`src/rtl/bmdma_pkg.sv`:
```
// Shared constants, types and helpers for the bus-master DMA register file.
// Assumes right-justified data on a 32-bit bus and 8-byte channel slices.
package bmdma_pkg;

    localparam int REG_W      = 32;
    localparam int BYTE_W     = 8;
    localparam int SLICE      = 8;
    localparam int LOC_W      = $clog2(SLICE);
    localparam int LANES      = REG_W / BYTE_W;
    localparam int LANE_W     = $clog2(LANES);

    // Access size codes on the size port
    typedef enum logic [1:0] {
        SZ_BYTE = 2'd0,
        SZ_HALF = 2'd1,
        SZ_WORD = 2'd2,
        SZ_WRSV = 2'd3
    } size_e;

    // Local offsets inside a slice (low two bits of the control half)
    localparam logic [1:0] OFS_CMD  = 2'd0;
    localparam logic [1:0] OFS_STAT = 2'd2;

    // All-ones pattern for the width of an access
    function automatic logic [REG_W-1:0] width_ones(input size_e s);
        case (s)
            SZ_BYTE: width_ones = REG_W'({BYTE_W{1'b1}});
            SZ_HALF: width_ones = REG_W'({2*BYTE_W{1'b1}});
            default: width_ones = {REG_W{1'b1}};
        endcase
    endfunction

endpackage

```
`src/rtl/bmdma_decode.sv`:
```
// Address decoder: splits a window address into a one-hot channel select
// and a local slice offset. Assumes NCH >= 2 so the channel field exists.
module bmdma_decode
    import bmdma_pkg::*;
#(
    parameter int NCH = 2,
    localparam int AW = $clog2(NCH * SLICE)
) (
    input  logic [AW-1:0]    addr,
    output logic [NCH-1:0]   ch_hit,
    output logic [LOC_W-1:0] loc
);

    // Pick the slice and local offset from the byte address
    always_comb begin
        loc = addr[LOC_W-1:0];
        for (int i = 0; i < NCH; i++) begin
            ch_hit[i] = (int'(addr[AW-1:LOC_W]) == i);
        end
    end

endmodule

```
`src/rtl/bmdma_ctl.sv`:
```
// Command and status registers of one channel. Only byte accesses act on
// them; wider accesses are ignored on write and read as all ones.
// Assumes wr_stb is already qualified by the channel select.
module bmdma_ctl
    import bmdma_pkg::*;
(
    input  logic               clk,
    input  logic               rst_n,
    input  logic               wr_stb,
    input  logic [1:0]         loc,
    input  size_e              size,
    input  logic [BYTE_W-1:0]  wdata,
    input  logic               eng_active,
    input  logic               eng_err_set,
    input  logic               eng_irq_set,
    output logic [BYTE_W-1:0]  cmd,
    output logic [BYTE_W-1:0]  stat,
    output logic               start_pulse,
    output logic [REG_W-1:0]   rd_val
);

    logic       byte_acc;
    logic       cmd_we;
    logic       stat_we;
    logic       run_q;
    logic       dir_q;
    logic       start_q;
    logic       act_q;
    logic       err_q;
    logic       irq_q;
    logic [1:0] cap_q;
    logic       unused_w;

    assign byte_acc = (size == SZ_BYTE);
    assign cmd_we   = wr_stb && byte_acc && (loc == OFS_CMD);
    assign stat_we  = wr_stb && byte_acc && (loc == OFS_STAT);
    assign unused_w = ^{wdata[7], wdata[4]};

    // Command register: run and direction bits plus start edge detect
    always_ff @(posedge clk) begin
        if (!rst_n) begin
            run_q   <= 1'b0;
            dir_q   <= 1'b0;
            start_q <= 1'b0;
        end else begin
            start_q <= cmd_we && wdata[0] && !run_q;
            if (cmd_we) begin
                run_q <= wdata[0];
                dir_q <= wdata[3];
            end
        end
    end

    // Status register: engine-owned, clear-by-one and direct bits
    always_ff @(posedge clk) begin
        if (!rst_n) begin
            act_q <= 1'b0;
            err_q <= 1'b0;
            irq_q <= 1'b0;
            cap_q <= 2'b00;
        end else begin
            act_q <= eng_active;
            err_q <= (err_q && !(stat_we && wdata[1])) || eng_err_set;
            irq_q <= (irq_q && !(stat_we && wdata[2])) || eng_irq_set;
            if (stat_we) begin
                cap_q <= wdata[6:5];
            end
        end
    end

    assign cmd         = {4'b0000, dir_q, 2'b00, run_q};
    assign stat        = {1'b0, cap_q, 2'b00, irq_q, err_q, act_q};
    assign start_pulse = start_q;

    // Read view of the control half of the slice
    always_comb begin
        if (!byte_acc) begin
            rd_val = width_ones(size);
        end else begin
            case (loc)
                OFS_CMD:  rd_val = REG_W'(cmd);
                OFS_STAT: rd_val = REG_W'(stat);
                default:  rd_val = REG_W'({BYTE_W{1'b1}});
            endcase
        end
    end

endmodule

```
`src/rtl/bmdma_prd.sv`:
```
// Descriptor-table pointer of one channel. Accepts naturally aligned byte,
// halfword and word accesses; bits 1:0 are held at zero. Misaligned
// accesses are ignored on write and read as all ones.
module bmdma_prd
    import bmdma_pkg::*;
(
    input  logic              clk,
    input  logic              rst_n,
    input  logic              wr_stb,
    input  logic [LANE_W-1:0] loc,
    input  size_e             size,
    input  logic [REG_W-1:0]  wdata,
    output logic [REG_W-1:0]  prd,
    output logic [REG_W-1:0]  rd_val
);

    logic              aligned;
    logic [LANES-1:0]  lane_en;
    logic [REG_W-1:0]  wshift;
    logic [REG_W-1:0]  nxt;
    logic [REG_W-1:0]  prd_q;

    // Alignment check and lane enables for the access size
    always_comb begin
        case (size)
            SZ_BYTE: begin
                aligned = 1'b1;
                lane_en = LANES'(1) << loc;
            end
            SZ_HALF: begin
                aligned = !loc[0];
                lane_en = LANES'(3) << loc;
            end
            default: begin
                aligned = (loc == '0);
                lane_en = {LANES{1'b1}};
            end
        endcase
        wshift = wdata << {loc, 3'b000};
    end

    // Merge the written lanes into the held pointer
    always_comb begin
        nxt = prd_q;
        for (int b = 0; b < LANES; b++) begin
            if (lane_en[b]) begin
                nxt[b*BYTE_W +: BYTE_W] = wshift[b*BYTE_W +: BYTE_W];
            end
        end
    end

    // Pointer storage with the two low bits forced to zero
    always_ff @(posedge clk) begin
        if (!rst_n) begin
            prd_q <= '0;
        end else if (wr_stb && aligned) begin
            prd_q <= {nxt[REG_W-1:2], 2'b00};
        end
    end

    assign prd = prd_q;

    // Read view: addressed lane right-justified, or all ones if misaligned
    always_comb begin
        if (aligned) begin
            rd_val = (prd_q >> {loc, 3'b000}) & width_ones(size);
        end else begin
            rd_val = width_ones(size);
        end
    end

endmodule

```
`src/rtl/bmdma_regs.sv`:
```
// Top of the bus-master DMA register file: decodes the I/O window,
// instantiates one control and one pointer block per channel, and
// multiplexes combinational read data. Assumes single-cycle strobes
// and at most one of wr_en / rd_en per cycle.
module bmdma_regs
    import bmdma_pkg::*;
#(
    parameter int NCH = 2,
    localparam int AW = $clog2(NCH * SLICE)
) (
    input  logic                  clk,
    input  logic                  rst_n,
    input  logic                  wr_en,
    input  logic                  rd_en,
    input  logic [AW-1:0]         addr,
    input  logic [1:0]            size,
    input  logic [REG_W-1:0]      wdata,
    output logic [REG_W-1:0]      rdata,
    input  logic [NCH-1:0]        eng_active,
    input  logic [NCH-1:0]        eng_err_set,
    input  logic [NCH-1:0]        eng_irq_set,
    output logic [NCH*BYTE_W-1:0] cmd_o,
    output logic [NCH*BYTE_W-1:0] stat_o,
    output logic [NCH*REG_W-1:0]  prd_o,
    output logic [NCH-1:0]        start_o
);

    size_e            sz;
    logic [NCH-1:0]   ch_hit;
    logic [LOC_W-1:0] loc;
    logic [REG_W-1:0] ctl_rd  [NCH];
    logic [REG_W-1:0] prd_rd  [NCH];
    logic [REG_W-1:0] chan_rd [NCH];

    assign sz = size_e'(size);

    bmdma_decode #(.NCH(NCH)) u_dec (
        .addr   (addr),
        .ch_hit (ch_hit),
        .loc    (loc)
    );

    for (genvar c = 0; c < NCH; c++) begin : g_ch
        logic ctl_wr;
        logic prd_wr;

        assign ctl_wr = wr_en && ch_hit[c] && !loc[LOC_W-1];
        assign prd_wr = wr_en && ch_hit[c] &&  loc[LOC_W-1];

        bmdma_ctl u_ctl (
            .clk         (clk),
            .rst_n       (rst_n),
            .wr_stb      (ctl_wr),
            .loc         (loc[1:0]),
            .size        (sz),
            .wdata       (wdata[BYTE_W-1:0]),
            .eng_active  (eng_active[c]),
            .eng_err_set (eng_err_set[c]),
            .eng_irq_set (eng_irq_set[c]),
            .cmd         (cmd_o[c*BYTE_W +: BYTE_W]),
            .stat        (stat_o[c*BYTE_W +: BYTE_W]),
            .start_pulse (start_o[c]),
            .rd_val      (ctl_rd[c])
        );

        bmdma_prd u_prd (
            .clk    (clk),
            .rst_n  (rst_n),
            .wr_stb (prd_wr),
            .loc    (loc[LANE_W-1:0]),
            .size   (sz),
            .wdata  (wdata),
            .prd    (prd_o[c*REG_W +: REG_W]),
            .rd_val (prd_rd[c])
        );

        // Choose between the control and pointer halves of the slice
        assign chan_rd[c] = loc[LOC_W-1] ? prd_rd[c] : ctl_rd[c];
    end

    // Read-data mux over the selected channel
    always_comb begin
        rdata = '0;
        if (rd_en) begin
            rdata = width_ones(sz);
            for (int c = 0; c < NCH; c++) begin
                if (ch_hit[c]) begin
                    rdata = chan_rd[c];
                end
            end
        end
    end

endmodule

```
`config.mk`:
```
export PLATFORM = sky130hd
export DESIGN_NAME = bmdma_regs
export DESIGN_NICKNAME = d
export VERILOG_FILES = /design/src/rtl/bmdma_pkg.sv /design/src/rtl/bmdma_decode.sv /design/src/rtl/bmdma_ctl.sv /design/src/rtl/bmdma_prd.sv /design/src/rtl/bmdma_regs.sv
export SDC_FILE = /design/constraint.sdc
export NUM_CORES = 1
export LEC_CHECK = 0
export CORE_UTILIZATION = 25
export DETAILED_ROUTE_END_ITERATION = 7
export HOLD_SLACK_MARGIN = 0.15
export PLACE_DENSITY = 0.6
export SYNTH_ARGS = -nofsm -noshare
export SYNTH_HDL_FRONTEND = slang
export SYNTH_SLANG_ARGS = --single-unit
```
`constraint.sdc`:
```
create_clock -name clk -period 5.7 [get_ports clk]
set_input_delay 1.425 -clock clk [delete_from_list [all_inputs] [get_ports clk]]
set_output_delay 1.425 -clock clk [all_outputs]
set_load 0.1 [all_outputs]
```
# Word-level counts from Yosys, hierarchy flattened
# Index checks and enable logic that the tools add are counted.
dict set report word_totals {
  reg_bits 76
  inputBits 48
  output_inout_bits 130
  word_cells 95
}
dict set report classes {
  eq_ne 2
  shift 5
  mux 15
  bitwise_logic 3
  reduce_logical 48
}
# operator count
set op_table {}
lappend op_table {{$mux 32} 10}
lappend op_table {{$and 32x32->32} 2}
lappend op_table {{$pmux 32 s2} 1}
lappend op_table {{$shr 32x5->32} 2}
lappend op_table {{$pmux 8 s2} 2}
lappend op_table {{$shl 32x5->32} 1}
lappend op_table {{$logic_and 1x1->1} 26}
lappend op_table {{$reduce_and 2->1} 8}
lappend op_table {{$logic_not 1->1} 8}
lappend op_table {{$pmux 4 s2} 1}
lappend op_table {{$logic_not 2->1} 2}
lappend op_table {{$logic_or 1x1->1} 4}
lappend op_table {{$shl 1x2->4 const A} 1}
lappend op_table {{$shl 2x2->4 const A} 1}
lappend op_table {{$eq 2x1->1 const B} 1}
lappend op_table {{$eq 2x2->1 const B} 1}
lappend op_table {{$pmux 1 s2} 1}
lappend op_table {{$not 1->1} 1}

# Depth between registers and ports, before layout
dict set report depth {
  ltp_word 9
  ltp_mapped 7
  depth_no_buf 4
}

# By module
# From an unflattened synthesis, not the netlist that was laid out.
dict set report unflattened {
  hier_cells 789
  hier_area_um2 7093.1
}
# module instances cells_each area_each_um2 seq_area_each_um2
set modules_own_cells {}
lappend modules_own_cells {bmdma_prd 2 231 2252.2 600.6}
lappend modules_own_cells {bmdma_ctl 2 87 675.6 160.2}
lappend modules_own_cells {bmdma_regs 1 148 1203.7 0.0}
lappend modules_own_cells {bmdma_decode 1 5 33.8 0.0}

# Worst setup path before layout
# Ideal clock, no wire load.
dict set report synth_path {
  path_kind {in2out}
  startpoint {in addr[3]}
  endpoint {out rdata[8]}
  arrival_time_ns 4.586
  t_required_ns 4.275
  setup_slack_ns -0.311
  path_stages 5
  path_buffers 3
  path_cell_list {buf_2 buf_2 buf_2 mux2i_1 a221oi_1}
}
dict set report synth_via {
  elab_chain_len 2
}
# item line_no
set synth_rtl {}
lappend synth_rtl {{start: declaration} bmdma_regs.sv:15} ;# input logic [AW-1:0] addr,
lappend synth_rtl {{$mux 32} bmdma_regs.sv:87} ;# if (ch_hit[c]) begin
lappend synth_rtl {{$mux 32} bmdma_regs.sv:84} ;# if (rd_en) begin
lappend synth_rtl {{end: declaration} bmdma_regs.sv:18} ;# output logic [REG_W-1:0] rdata,
# Every way passes these cells.

# Worst setup path in the final report
dict set report layout_path {
  startpoint {in size[1]}
  endpoint {out rdata[27]}
}
dict set report layout_via {
  elab_chain_len 8
  word_cells_on_any_way 16
  classes_between {1 x eq/ne; 12 x mux; 2 x bitwise; 1 x reduce/logical}
}
# item line_no
set layout_rtl {}
lappend layout_rtl {{start: declaration} bmdma_regs.sv:16} ;# input logic [1:0] size,
lappend layout_rtl {{$eq 2x1->1 or $logic_not 2->1 (tied branches)} {bmdma_pkg.sv:26, bmdma_prd.sv:25, bmdma_ctl.sv:34}}
lappend layout_rtl {{$pmux 32 s2} bmdma_pkg.sv:26} ;# case (s)
lappend layout_rtl {{$mux 32} bmdma_prd.sv:65} ;# if (aligned) begin
lappend layout_rtl {{$and 32x32->32} bmdma_prd.sv:66} ;# rd_val = (prd_q >> {loc, 3'b000}) & width_ones(size);
lappend layout_rtl {{$mux 32} bmdma_prd.sv:65}
lappend layout_rtl {{$mux 32} bmdma_regs.sv:78} ;# assign chan_rd[c] = loc[LOC_W-1] ? prd_rd[c] : ctl_rd[c];
lappend layout_rtl {{$mux 32 *} bmdma_regs.sv:87}
lappend layout_rtl {{$mux 32 *} bmdma_regs.sv:84}
# Every way passes the cells marked *; elsewhere a longest branch is shown, timed or not. The select of a mux whose other input is x is not followed.

==> impl_metrics.toml <==
[outcome]
status = "finished, final reports clean"

[placed_design]
routabilityCongestion = 0.846
dpl.hpwl_um = 15200
io_buffers = 155
place_ws_ns = 0.460

[die]
fp.coreArea_um2 = 19500
fp.dieW_um = 143
fp.dieH_um = 143
ios = 178
num_rows = 51
start_util_pct = 25.6
dieArea_um2 = 20500

[detailed_routing]
drc_errors = 0
vias_per_cell = 4.94
post_drt_wl_per_cell_um = 20.1
first_pass_iters = 5
drt-initial-drc-count = 301
via_count = 4760
ant_nets = 0
totalWireLength_um = 19300

[clock_tree]
post_cts_buffers = 0
clockRootBuffer = "clkbuf_16"
cts_tree = "built"
cts_max_path_buffers = 2
clk_pin_slew_worst_paths_ns = 0.06
clock-sinks = 76
clk_latency_ns = 0.33
numCtsBuffers = 9
cts_max_level = 3
postCtsResizedCells = 0
ctsHoldBuffers = 0

[worst_setup_path]
cp_max_fo = 17
start_kind = "input pin"
required_ns = 4.28
critPathArrivalTime_ns = 3.86
end_kind = "output port"
critPathKind = "input pin to output port"

[synthesis]
syn-cell-area_um2 = 4990
synth_cell_type_count = 45
synth-edff-count = 0
synth_common_cells = "nand2_1, dfxtp_1, mux2i_1, buf_4, a21oi_1"
seq_area_frac_synth_pct = 30.5
yosys.area_share.simple_pct = 15.9
synth.top_cell.area_share_pct = 30.5
synth-async-reset-ratio_pct = 0
synth_top_family_by_area = "multiplexers"
synth_mux_area_share_pct = 25.4
synth.area.top_cells = "dfxtp_1, mux2i_1, mux2_2"
synth-xor-area-share_pct = 0
synth-adder-area-share_pct = 0
yosys.cell_count.top_type = "nand2_1"
yosys_warnings = 0
synthCells = 574
synth_compound_area_share_pct = 18.0
yosysTopAreaCell = "dfxtp_1"
ys_ff_latch = 76
ys.flop_type = "dfxtp_1"
syn_avg_cell_area_um2 = 8.70

[grt]
grt_pass1_vias = 4636
grt_overflow = 0
grt_usage_pct = 19.2
grt_pass1_wl_um = 28800
antenna_found_initial = 0
grt_max_degree = 69

[timing]
rsz0062_at_grt = "no"
finClkSkew_ns = 0.000207
whs_ns = 0.478
fmax_mhz = 189
setup_viol = 0
slew_viol_final = 0
fin_crit_sh_pct = 92.8
setup_ws_ns = 0.413
hold_violations = 0
relSlewSlack_pct = 21.3
fin_crit_ns = 5.29
fin_setup_tns_ns = 0
tightest_slew_ns = 1.17

[final_layout]
regArea_um2 = 1520
n_fill_cell = 2004
fin_nets = 743
multi_input_comb_area_um2 = 3060
drive_gt1_share_pct = 16.6
synthToLayoutAreaGrowth_pct = 43.9
num_antenna_cells = 0
utilization_pct = 36.8

[hold_path]
hold_path_class = "flip-flop to flip-flop"

[job]
drv_cap = 0

[pwr]
total_leakage_power_nw = 2.74
peakVddDrop_uv = 122
p_per_area_nw_per_um2 = 236
[cell usage in the layout (no fill, tap or decap), types with 9 or more instances in the layout]
master,instances
conb_1,22
dfxtp_1,76
clkbuf_16,9
a21oi_1,36
o21ai_0,23
buf_4,17
nand3_1,18
nand2_1,92
mux2_2,32
o211ai_1,14
nor2_1,10
buf_12,31
clkdlybuf4s50_1,119
nand2b_1,11
a32o_1,12
nor2b_1,14
mux4_2,10
mux2i_1,68
[final timing paths]
path / slack, ns / start / to / depth (start not counted)
worst max-delay path: 0.41 / size[1] / rdata[27] / 7
worst min-delay path: 0.48 / g_ch[0].u_ctl.run_q / g_ch[0].u_ctl.start_pulse / 1
worst max register to register: 4.94 / g_ch[0].u_prd.prd[11] / g_ch[0].u_prd.prd[11] / 2
worst min register to register: 0.48 / g_ch[0].u_ctl.run_q / g_ch[0].u_ctl.start_pulse / 1
[kinds of logic after synthesis]
logic type,after synthesis
AND/OR/NAND/NOR,164
AO/OA/AOI/OAI,135
buffers and inverters,88
other,1
multiplexers,110
flip-flops,76
[metal layers]
metal	global-route usage, %	wire length, µm	up-vias
li1	-	-	2272
met1	25.2	8850	2312
met2	31.3	8990	154
met3	3.93	1130	22
met4	6.16	378	0
met5	0	0	-
[where the power goes]
part | internal (mW) | switching [mW]
clock | 0.348 | 0.228
sequential | 0.541 | 0.0115
combinational | 0.167 | 0.402
[registers in the layout, indices dropped and copies added (netlist names)]
signal	flops
g_ch.u_ctl.run_q	2
g_ch.u_ctl.act_q	2
g_ch.u_ctl.irq_q	2
g_ch.u_ctl.dir_q	2
g_ch.u_prd.prd	60
g_ch.u_ctl.cap_q	4
g_ch.u_ctl.start_pulse	2
g_ch.u_ctl.err_q	2
[cell type report]
cell class | instances | share of cell area (%)
timing repair buffer | 171 | 27.3
clock buffer | 11 | 3.38
tap | 265 | 4.62
sequential | 76 | 21.2
clock inverter | 4 | 0.697
inverter | 6 | 0.313
multi-input combinational | 431 | 42.5
[metrics by stage]
step	power, mW	cells	area, µm²
floorplan	0.970	595	5080
global placement	1.13	949	6890
detailed placement	1.13	949	6890
CTS	1.70	964	7180
global route	1.75	964	7180
finish	1.70	964	7180
[critical path, cell delays in order]
cell and delay [ns]:
clkdlybuf4s50_1 0.88, nor2b_1 0.21, buf_4 0.18, nor2b_1 0.52
nand2b_1 0.11, a21oi_1 0.29, buf_12 0.22
(Power assumes the default switching activity.)
